**config.mk**
```make
export PLATFORM = sky130hd
export DESIGN_NAME = tmr_capture_channel
export DESIGN_NICKNAME = d
export VERILOG_FILES = /design/src/rtl/tmr_cap_pkg.sv /design/src/rtl/tmr_cap_counter.sv /design/src/rtl/tmr_cap_input.sv /design/src/rtl/tmr_cap_latch.sv /design/src/rtl/tmr_capture_channel.sv
export SDC_FILE = /design/constraint.sdc
export NUM_CORES = 1
export LEC_CHECK = 0
export ABC_CLOCK_PERIOD_IN_PS = 9100
export BUFFER_PORTS_ARGS = -buffer_cell sky130_fd_sc_hd__buf_2
export CORE_UTILIZATION = 28
export CTS_CLUSTER_DIAMETER = 120
export DETAILED_ROUTE_END_ITERATION = 12
export GPL_TIMING_DRIVEN = 0
export SLEW_MARGIN = 0
export SYNTH_ARGS = -nofsm -noshare
export SYNTH_HDL_FRONTEND = slang
export SYNTH_SLANG_ARGS = --single-unit
```
**constraint.sdc**
```tcl
create_clock -name clk -period 9.1 [get_ports clk]
set_input_delay 1.82 -clock clk [delete_from_list [all_inputs] [get_ports clk]]
set_output_delay 1.82 -clock clk [all_outputs]
set_load 0.02 [all_outputs]
```
**src/rtl/tmr_cap_pkg.sv**
```systemverilog
package tmr_cap_pkg;

   typedef enum logic [1:0] {
      EDGE_RISE  = 2'b00,
      EDGE_FALL  = 2'b01,
      EDGE_BOTH  = 2'b10,
      EDGE_BOTHX = 2'b11
   } edge_sel_e;

   // Terminal value of the edge counter for a divider code
   function automatic logic [2:0] div_last(input logic [1:0] code);
      case (code)
         2'b00:   div_last = 3'd0;
         2'b01:   div_last = 3'd1;
         2'b10:   div_last = 3'd3;
         default: div_last = 3'd7;
      endcase
   endfunction

endpackage

```
**src/rtl/tmr_cap_counter.sv**
```systemverilog
module tmr_cap_counter #(
   parameter int CNT_W = 16,
   parameter int PSC_W = 16
) (
   input  logic             clk,
   input  logic             rst_n,
   input  logic             cnt_en,
   input  logic [PSC_W-1:0] psc_val,
   input  logic [CNT_W-1:0] reload_val,
   input  logic             srst,
   output logic [CNT_W-1:0] cnt_q
);

   logic [PSC_W-1:0] presc_q;
   logic             tick;

   assign tick = cnt_en && (presc_q >= psc_val);

   always_ff @(posedge clk or negedge rst_n) begin
      if (!rst_n) begin
         presc_q <= '0;
         cnt_q   <= '0;
      end else if (srst) begin
         presc_q <= '0;
         cnt_q   <= '0;
      end else if (cnt_en) begin
         if (tick) begin
            presc_q <= '0;
            if (cnt_q >= reload_val) cnt_q <= '0;
            else                     cnt_q <= cnt_q + 1'b1;
         end else begin
            presc_q <= presc_q + 1'b1;
         end
      end
   end

   AST_CNT_WRAP: assert property (@(posedge clk) disable iff (!rst_n)
      (tick && !srst && cnt_q >= reload_val) |=> (cnt_q == '0));
   AST_CNT_STEP: assert property (@(posedge clk) disable iff (!rst_n)
      (tick && !srst && cnt_q < reload_val) |=> (cnt_q == $past(cnt_q) + 1'b1));
   AST_CNT_HOLD: assert property (@(posedge clk) disable iff (!rst_n)
      (!tick && !srst) |=> $stable(cnt_q));

endmodule

```
**src/rtl/tmr_cap_input.sv**
```systemverilog
module tmr_cap_input #(
   parameter int SYNC_STAGES = 2,
   parameter bit FILT_EN     = 1'b1
) (
   input  logic       clk,
   input  logic       rst_n,
   input  logic       sig_in,
   input  logic [3:0] filt_cfg,
   input  logic [1:0] edge_sel,
   output logic       edge_evt
);
   import tmr_cap_pkg::*;

   logic [SYNC_STAGES-1:0] sync_q;
   logic                   sync_out;
   logic                   lvl_q;
   logic                   lvl_d_q;
   logic                   rise;
   logic                   fall;

   always_ff @(posedge clk or negedge rst_n) begin
      if (!rst_n) sync_q <= '0;
      else        sync_q <= {sync_q[SYNC_STAGES-2:0], sig_in};
   end
   assign sync_out = sync_q[SYNC_STAGES-1];

   generate
      if (FILT_EN) begin : g_filter
         logic [3:0] run_q;
         always_ff @(posedge clk or negedge rst_n) begin
            if (!rst_n) begin
               run_q <= '0;
               lvl_q <= 1'b0;
            end else if (filt_cfg == 4'd0) begin
               run_q <= '0;
               lvl_q <= sync_out;
            end else if (sync_out != lvl_q) begin
               if (run_q == filt_cfg - 4'd1) begin
                  run_q <= '0;
                  lvl_q <= sync_out;
               end else begin
                  run_q <= run_q + 4'd1;
               end
            end else begin
               run_q <= '0;
            end
         end
         AST_FILT_RUN: assert property (@(posedge clk) disable iff (!rst_n)
            (filt_cfg != 4'd0 && lvl_q != $past(lvl_q)) |-> ($past(run_q) == filt_cfg - 4'd1));
      end else begin : g_nofilter
         logic unused_filt;
         assign unused_filt = ^filt_cfg;
         always_ff @(posedge clk or negedge rst_n) begin
            if (!rst_n) lvl_q <= 1'b0;
            else        lvl_q <= sync_out;
         end
      end
   endgenerate

   always_ff @(posedge clk or negedge rst_n) begin
      if (!rst_n) lvl_d_q <= 1'b0;
      else        lvl_d_q <= lvl_q;
   end

   assign rise = lvl_q & ~lvl_d_q;
   assign fall = ~lvl_q & lvl_d_q;

   always_comb begin
      case (edge_sel_e'(edge_sel))
         EDGE_RISE: edge_evt = rise;
         EDGE_FALL: edge_evt = fall;
         default:   edge_evt = rise | fall;
      endcase
   end

   AST_LVL_FROM_SYNC: assert property (@(posedge clk) disable iff (!rst_n)
      (lvl_q != $past(lvl_q)) |-> (lvl_q == $past(sync_out)));
   AST_EDGE_POL: assert property (@(posedge clk) disable iff (!rst_n)
      (edge_evt && edge_sel == 2'b00) |-> lvl_q);

endmodule

```
**src/rtl/tmr_cap_latch.sv**
```systemverilog
module tmr_cap_latch #(
   parameter int CNT_W = 16
) (
   input  logic             clk,
   input  logic             rst_n,
   input  logic [1:0]       in_sel,
   input  logic [1:0]       cap_div,
   input  logic             edge_evt,
   input  logic [CNT_W-1:0] cnt,
   input  logic [CNT_W-1:0] reload_val,
   input  logic             flag_clr,
   output logic             cap_evt,
   output logic [CNT_W-1:0] cap_val,
   output logic             cap_flag,
   output logic             ovr_flag,
   output logic [CNT_W:0]   period_diff,
   output logic             diff_valid
);
   import tmr_cap_pkg::*;

   localparam int DW = CNT_W + 1;

   logic             chan_on;
   logic             qual;
   logic [2:0]       ev_cnt_q;
   logic [1:0]       ncap_q;
   logic [CNT_W-1:0] old_q;
   logic [DW-1:0]    span;

   assign chan_on = (in_sel != 2'b00);
   assign qual    = edge_evt && chan_on;
   assign cap_evt = qual && (ev_cnt_q == div_last(cap_div));

   always_ff @(posedge clk or negedge rst_n) begin
      if (!rst_n) begin
         ev_cnt_q <= '0;
         ncap_q   <= '0;
      end else if (!chan_on) begin
         ev_cnt_q <= '0;
         ncap_q   <= '0;
      end else if (qual) begin
         ev_cnt_q <= cap_evt ? 3'd0 : ev_cnt_q + 3'd1;
         if (cap_evt && ncap_q != 2'd2) ncap_q <= ncap_q + 2'd1;
      end
   end

   always_ff @(posedge clk or negedge rst_n) begin
      if (!rst_n) begin
         cap_val <= '0;
         old_q   <= '0;
      end else if (cap_evt) begin
         old_q   <= cap_val;
         cap_val <= cnt;
      end
   end

   always_ff @(posedge clk or negedge rst_n) begin
      if (!rst_n) begin
         cap_flag <= 1'b0;
         ovr_flag <= 1'b0;
      end else begin
         if (cap_evt)       cap_flag <= 1'b1;
         else if (flag_clr) cap_flag <= 1'b0;
         if (flag_clr)                 ovr_flag <= 1'b0;
         else if (cap_evt && cap_flag) ovr_flag <= 1'b1;
      end
   end

   assign span       = {1'b0, reload_val} + 1'b1;
   assign diff_valid = (ncap_q == 2'd2);

   always_comb begin
      if (cap_val > old_q) period_diff = {1'b0, cap_val} - {1'b0, old_q};
      else                 period_diff = span - {1'b0, old_q} + {1'b0, cap_val};
   end

   AST_NO_CAP_DISABLED: assert property (@(posedge clk) disable iff (!rst_n)
      (in_sel == 2'b00) |=> $stable(cap_val));
   AST_FLAG_ON_CAP: assert property (@(posedge clk) disable iff (!rst_n)
      cap_evt |=> cap_flag);
   AST_OVR_NEEDS_FLAG: assert property (@(posedge clk) disable iff (!rst_n)
      $rose(ovr_flag) |-> $past(cap_flag));
   AST_DIV_ONE: assert property (@(posedge clk) disable iff (!rst_n)
      (cap_div == 2'b00 && qual) |-> cap_evt);
   AST_VALID_CLEAR: assert property (@(posedge clk) disable iff (!rst_n)
      (in_sel == 2'b00) |=> !diff_valid);

endmodule

```
**src/rtl/tmr_capture_channel.sv**
```systemverilog
module tmr_capture_channel #(
   parameter int CNT_W       = 16,
   parameter int PSC_W       = 16,
   parameter int SYNC_STAGES = 2,
   parameter bit FILT_EN     = 1'b1
) (
   input  logic             clk,
   input  logic             rst_n,
   input  logic             cnt_en,
   input  logic [PSC_W-1:0] psc_val,
   input  logic [CNT_W-1:0] reload_val,
   input  logic [1:0]       in_sel,
   input  logic [3:0]       filt_cfg,
   input  logic [1:0]       cap_div,
   input  logic [1:0]       edge_sel,
   input  logic             slave_rst,
   input  logic             flag_clr,
   input  logic             sig_in,
   output logic [CNT_W-1:0] cnt_val,
   output logic [CNT_W-1:0] cap_val,
   output logic             cap_flag,
   output logic             ovr_flag,
   output logic [CNT_W:0]   period_diff,
   output logic             diff_valid
);

   generate
      if (CNT_W < 2)       begin : g_chk_cnt  $error("CNT_W must be at least 2");       end
      if (PSC_W < 1)       begin : g_chk_psc  $error("PSC_W must be at least 1");       end
      if (SYNC_STAGES < 2) begin : g_chk_sync $error("SYNC_STAGES must be at least 2"); end
   endgenerate

   logic edge_evt;
   logic cap_evt;
   logic srst;

   assign srst = slave_rst && cap_evt;

   tmr_cap_counter #(.CNT_W(CNT_W), .PSC_W(PSC_W)) i_counter (
      .clk        (clk),
      .rst_n      (rst_n),
      .cnt_en     (cnt_en),
      .psc_val    (psc_val),
      .reload_val (reload_val),
      .srst       (srst),
      .cnt_q      (cnt_val)
   );

   tmr_cap_input #(.SYNC_STAGES(SYNC_STAGES), .FILT_EN(FILT_EN)) i_input (
      .clk      (clk),
      .rst_n    (rst_n),
      .sig_in   (sig_in),
      .filt_cfg (filt_cfg),
      .edge_sel (edge_sel),
      .edge_evt (edge_evt)
   );

   tmr_cap_latch #(.CNT_W(CNT_W)) i_latch (
      .clk         (clk),
      .rst_n       (rst_n),
      .in_sel      (in_sel),
      .cap_div     (cap_div),
      .edge_evt    (edge_evt),
      .cnt         (cnt_val),
      .reload_val  (reload_val),
      .flag_clr    (flag_clr),
      .cap_evt     (cap_evt),
      .cap_val     (cap_val),
      .cap_flag    (cap_flag),
      .ovr_flag    (ovr_flag),
      .period_diff (period_diff),
      .diff_valid  (diff_valid)
   );

   AST_SLAVE_CLEAR: assert property (@(posedge clk) disable iff (!rst_n)
      (slave_rst && cap_evt) |=> (cnt_val == '0));

endmodule

```
# == After elaboration in Yosys (flattened, before gate mapping) ==
# Index checks and enable logic that the tools add are counted.
# Widths: inputs -> output; s select.
# classes
add_sub_neg,10
magnitude_cmp,3
eq_ne,10
muxes,26
n_bitwise,5
n_reduce_logical,19
# ops
cell,n
$mux 16,7
$add 16x1->16 const B,2
$ge 16x16->1,2
$add 16x1->17 const B,1
$add 17x16->17,1
$mux 17,1
$sub 16x16->17,1
$sub 17x16->17,1
$gt 16x16->1,1
$reduce_bool 2->1,7
$mux 4,3
$mux 3,3
$pmux 3 s3,1
$mux 1,7
$logic_and 1x1->1,6
$mux 2,3
$ne 2x2->1 const B,3
$reduce_and 2->1,3
$add 4x1->4 const B,1
$eq 2x1->1 const B,2
$eq 2x2->1 const B,2
$eq 4x4->1,1
$logic_not 2->1,2
$logic_not 4->1,1
9 further kinds,11
# totals
ff_bits,79
in_bits,48
out_inout_bits,52

# == Logic depth before layout (Yosys ltp) ==
# logic_depth
word_depth,10
ltp_mapped,12
depth_no_buf,11

# == Modules after synthesis ==
# A second synthesis with hierarchy kept.
# unflattened
cells_unflattened,773
area_unflattened_um2,6765.2
# by_module_without_submodules
mod,n_inst,cells_per_inst,area_per_inst_um2
tmr_cap_latch,1,445,3842.4
tmr_cap_counter,1,286,2473.6
tmr_cap_input,1,41,442.9
tmr_capture_channel,1,1,6.3

# == Worst setup path after synthesis ==
# OpenSTA, ideal clock, no wires.
# synth_path
path_type,input -> output
startpoint,input port reload_val[4]
endpoint,output port period_diff[14]
arrival_time_ps,4524
t_required_ps,7280
setup_slack_ps,2756
cell_stages,12
n_path_buf,1
cell_sequence,inv_1 > fa_1 > inv_1 > ha_1 > clkbuf_1 > a2111o_1 > a31oi_1 > o21bai_1 > a311oi_1 > o21ai_1 > xnor2_1 > mux2i_1
# synth_via
elab_chain_cells,4
# synth_rtl
element,line_no,rtl
from (decl),tmr_capture_channel.sv:11,"input logic [CNT_W-1:0] reload_val,"
$add 16x1->17,tmr_cap_latch.sv:69,"assign span = {1'b0, reload_val} + 1'b1;"
$sub 17x16->17,tmr_cap_latch.sv:74,"else period_diff = span - {1'b0, old_q} + {1'b0, cap_val};"
$add 17x16->17,tmr_cap_latch.sv:74,
$mux 17,tmr_cap_latch.sv:73,"if (cap_val > old_q) period_diff = {1'b0, cap_val} - {1'b0, old_q};"
to (decl),tmr_capture_channel.sv:23,"output logic [CNT_W:0] period_diff,"
# Every way passes these cells.

# == Final worst setup path ==
# Ends and elaborated chain as after synthesis.

==> results.py <==
metrics = {
    "sta": {
        "fin_crit_sh": 0.7368,
        "post-route-min-period_ns": 6.705,
        "final-max-slew-violation-count": 0,
        "hold_viol": 0,
        "rsz0062_at_grt": "false",
        "setup_violations": 0,
        "fin_ws_ns": 2.395,
        "fmax_ghz": 0.1491,
        "tightest_slew_ns": 0.6932,
        "whs_ns": 0.3781,
        "clock_skew_ns": 0.008325,
        "finalSetupTns_ns": 0,
        "slew_headroom": 0.5364,
    },
    "layout": {
        "fin_cells": 1220,
        "final_common_cell": "inv_1",
        "diodes": 0,
        "nNetsFinal": 1038,
        "final_cell_mix": "inv_1, buf_2, nand2_1",
        "syn_to_final_growth_pct": 17.60,
        "drive_above_1_share": 0.1554,
    },
    "flow_run": {
        "maxCapViolCount": 0,
    },
    "synthesis": {
        "syn_inst": 788,
        "yosys.area.top_type": "dfrtp_1",
        "postSynthRegisterBits": 79,
        "synth_cell_types": 69,
        "synth_area_um2": 6689,
        "synthTopCellsByArea": "dfrtp_1, ha_1, inv_1",
        "syn_nets": 927,
        "seq_area_frac_synth": 0.2955,
        "synth_edf_count": 0,
        "yosys_most_used_dff": "dfrtp_1",
        "synth_top_area_share": 0.2955,
        "async_reset_ff_frac": 1.000,
        "syn_avg_cell_area_um2": 8.488,
        "ys_warn_count": 0,
    },
    "global_route": {
        "grt_max_degree": 45,
        "grt_overflow_total": 0,
        "grt.total_usage": 0.1515,
        "antenna_found_initial": 0,
        "grt_pass1_wl_um": 28880,
        "grt_pass1_vias": 5455,
    },
    "routing": {
        "first_pass_iters": 5,
        "drc": 0,
        "ant_nets": 0,
        "wl_um": 17990,
        "drt_iter0_markers": 362,
        "routed-via-count": 5843,
        "wl_per_cell_um": 14.75,
        "vias_per_cell": 4.789,
    },
    "cts": {
        "cts_setup_buffers": 0,
        "holdBufCountCts": 0,
        "clock_latency_ns": 0.34,
        "numClockSinks": 79,
        "htree_levels": 3,
        "cts_buffers": 9,
        "clk_path_buf_depth": 2,
        "cts_tree": "done",
        "cts_resized": 0,
        "root_buffer": "clkbuf_16",
        "clk_pin_slew_ns": 0.06,
    },
    "worst_setup_path": {
        "arrival_ns": 4.88,
        "start_kind": "input pin",
        "reg2reg_setup_slack_ns": 6.27,
        "crit_path_cell_trace": "buf_2 > inv_1 > fa_1 > inv_1 > ha_1 > clkbuf_1 > a2111o_1 > a31oi_1 > o21bai_1 > a311oi_1 > o21ai_1 > xnor2_1 > mux2i_1 > buf_2",
        "critPathSlowestCell": "fa_1",
        "critical_path_class": "input pin to primary output",
        "endpoint_kind": "primary output",
        "worstPathRequired_ns": 7.28,
        "cp_slowest_stage_delay_ns": 0.55,
        "worstPathMaxFanout": 7,
    },
    "pwr": {
        "peakVddDrop_mv": 0.3615,
        "leakagePower_nw": 3.981,
        "powerDensity_nw_per_um2": 409.5,
    },
    "floorplanning": {
        "initial_core_util": 0.2850,
        "ioPinCount": 100,
        "rows": 56,
        "fp.dieH_um": 156.6,
        "die_area_um2": 24510,
        "coreArea_um2": 23470,
        "die_x_um": 156.6,
    },
    "placement": {
        "dpl_worst_slack_ns": 2.382,
        "port_buffers": 99,
        "dp_hpwl_um": 14420,
        "placed_cells": 1207,
        "gp_congestion": 0.8313,
    },
    "outcome": {
        "status": "finished clean",
    },
    "worst_hold_path": {
        "hold_class": "flip-flop to flip-flop",
    },
}
==> Yosys cell counts (4+ instances only) <==
cell / n
a21oi_1: 32
o21ai_1: 25
nand2b_1: 4
inv_1: 111
ha_1: 74
nand3_1: 19
nor2_1: 49
clkbuf_1: 10
and2_1: 4
mux2i_1: 5
dfrtp_1: 79
and3_1: 11
xnor2_1: 29
nor3_1: 21
a211oi_1: 6
nand4_1: 9
a22o_1: 13
xor2_1: 14
nor2b_1: 8
a21o_1: 19
o21ai_0: 55
nand2_1: 84
o21a_1: 10
buf_2: 6
o31ai_1: 6
fa_1: 17
==> critical path: cells and delay by family <==
family | cells | cell delay (ns)
compound gates | 5 | 1.36
xor+xnor | 1 | 0.14
fa+ha+maj | 2 | 0.82
buf+inv | 5 | 0.57
mux | 1 | 0.16
==> sequential cells by signal, summed over array words and instances, names as in the netlist <==
register,cells
i_counter.cnt_q,16
i_counter.presc_q,16
i_input.g_filter.run_q,4
i_input.lvl_d_q,1
i_input.lvl_q,1
i_input.sync_q,2
i_latch.cap_flag,1
i_latch.cap_val,16
i_latch.ev_cnt_q,3
i_latch.ncap_q,2
i_latch.old_q,16
i_latch.ovr_flag,1
==> report_power, final <==
part	switching (mW)	internal, mW	leakage, nW
registers	0.112	0.441	1.05
logic	1.42	0.916	2.80
clock network	0.143	0.187	0.127
total	1.68	1.54	3.98
==> through the flow <==
step           power, mW  area, um^2  utilization
3_3_place_gp       2.903        7584       0.3231
2_1_floorplan      2.249        6689            -
5_1_grt            3.528        7866       0.3351
4_1_cts            3.268        7866       0.3351
6_report           3.221        7866       0.3351
3_5_place_dp       2.918        7614       0.3244
==> area by class of cell <==
| type | instances | area (um^2) |
|---|---|---|
| clock buffers | 11 | 242.7 |
| well taps | 319 | 399.1 |
| clock inverters | 2 | 10.01 |
| plain buffers | 18 | 86.33 |
| multi-input cells | 580 | 4209 |
| inverters | 111 | 416.7 |
| repair buffers | 100 | 525.5 |
| fillers | 2495 | 15610 |
| flip-flops and latches | 79 | 1977 |
==> cells by family (layout without fill, tap and decap cells) <==
logic type,Yosys count,in the layout,synth area share
simple gates,235,235,0.1738
compound gates,202,202,0.1957
buf+inv,129,242,0.07520
fa+ha+maj,91,91,0.1893
flops,79,79,0.2955
xor+xnor,43,43,0.05630
mux,9,9,0.01422
==> path summary, 6_finish.rpt <==
check,cells past startpoint,end,start
worst min-delay path,0,i_input.sync_q[1],i_input.sync_q[0]
worst min register to register,0,i_input.sync_q[1],i_input.sync_q[0]
max in group asynchronous,2,i_latch.old_q[3],rst_n
worst max register to register,9,i_counter.presc_q[14],i_input.lvl_q
min in group asynchronous,1,i_latch.cap_val[14],rst_n
worst max-delay path,14,period_diff[14],reload_val[4]
==> layer usage <==
| metal | share of wire | GRT usage | vias up | wire length, um |
|---|---|---|---|---|
| met5 | 0 | 0 | - | 0 |
| met4 | 0.0054 | 0.02614 | 0 | 98 |
| met3 | 0.071 | 0.03932 | 8 | 1274 |
| met2 | 0.43 | 0.2251 | 154 | 7668 |
| met1 | 0.50 | 0.2206 | 2733 | 8949 |
| li1 | - | - | 2948 | - |
(Power assumes the default switching activity.)
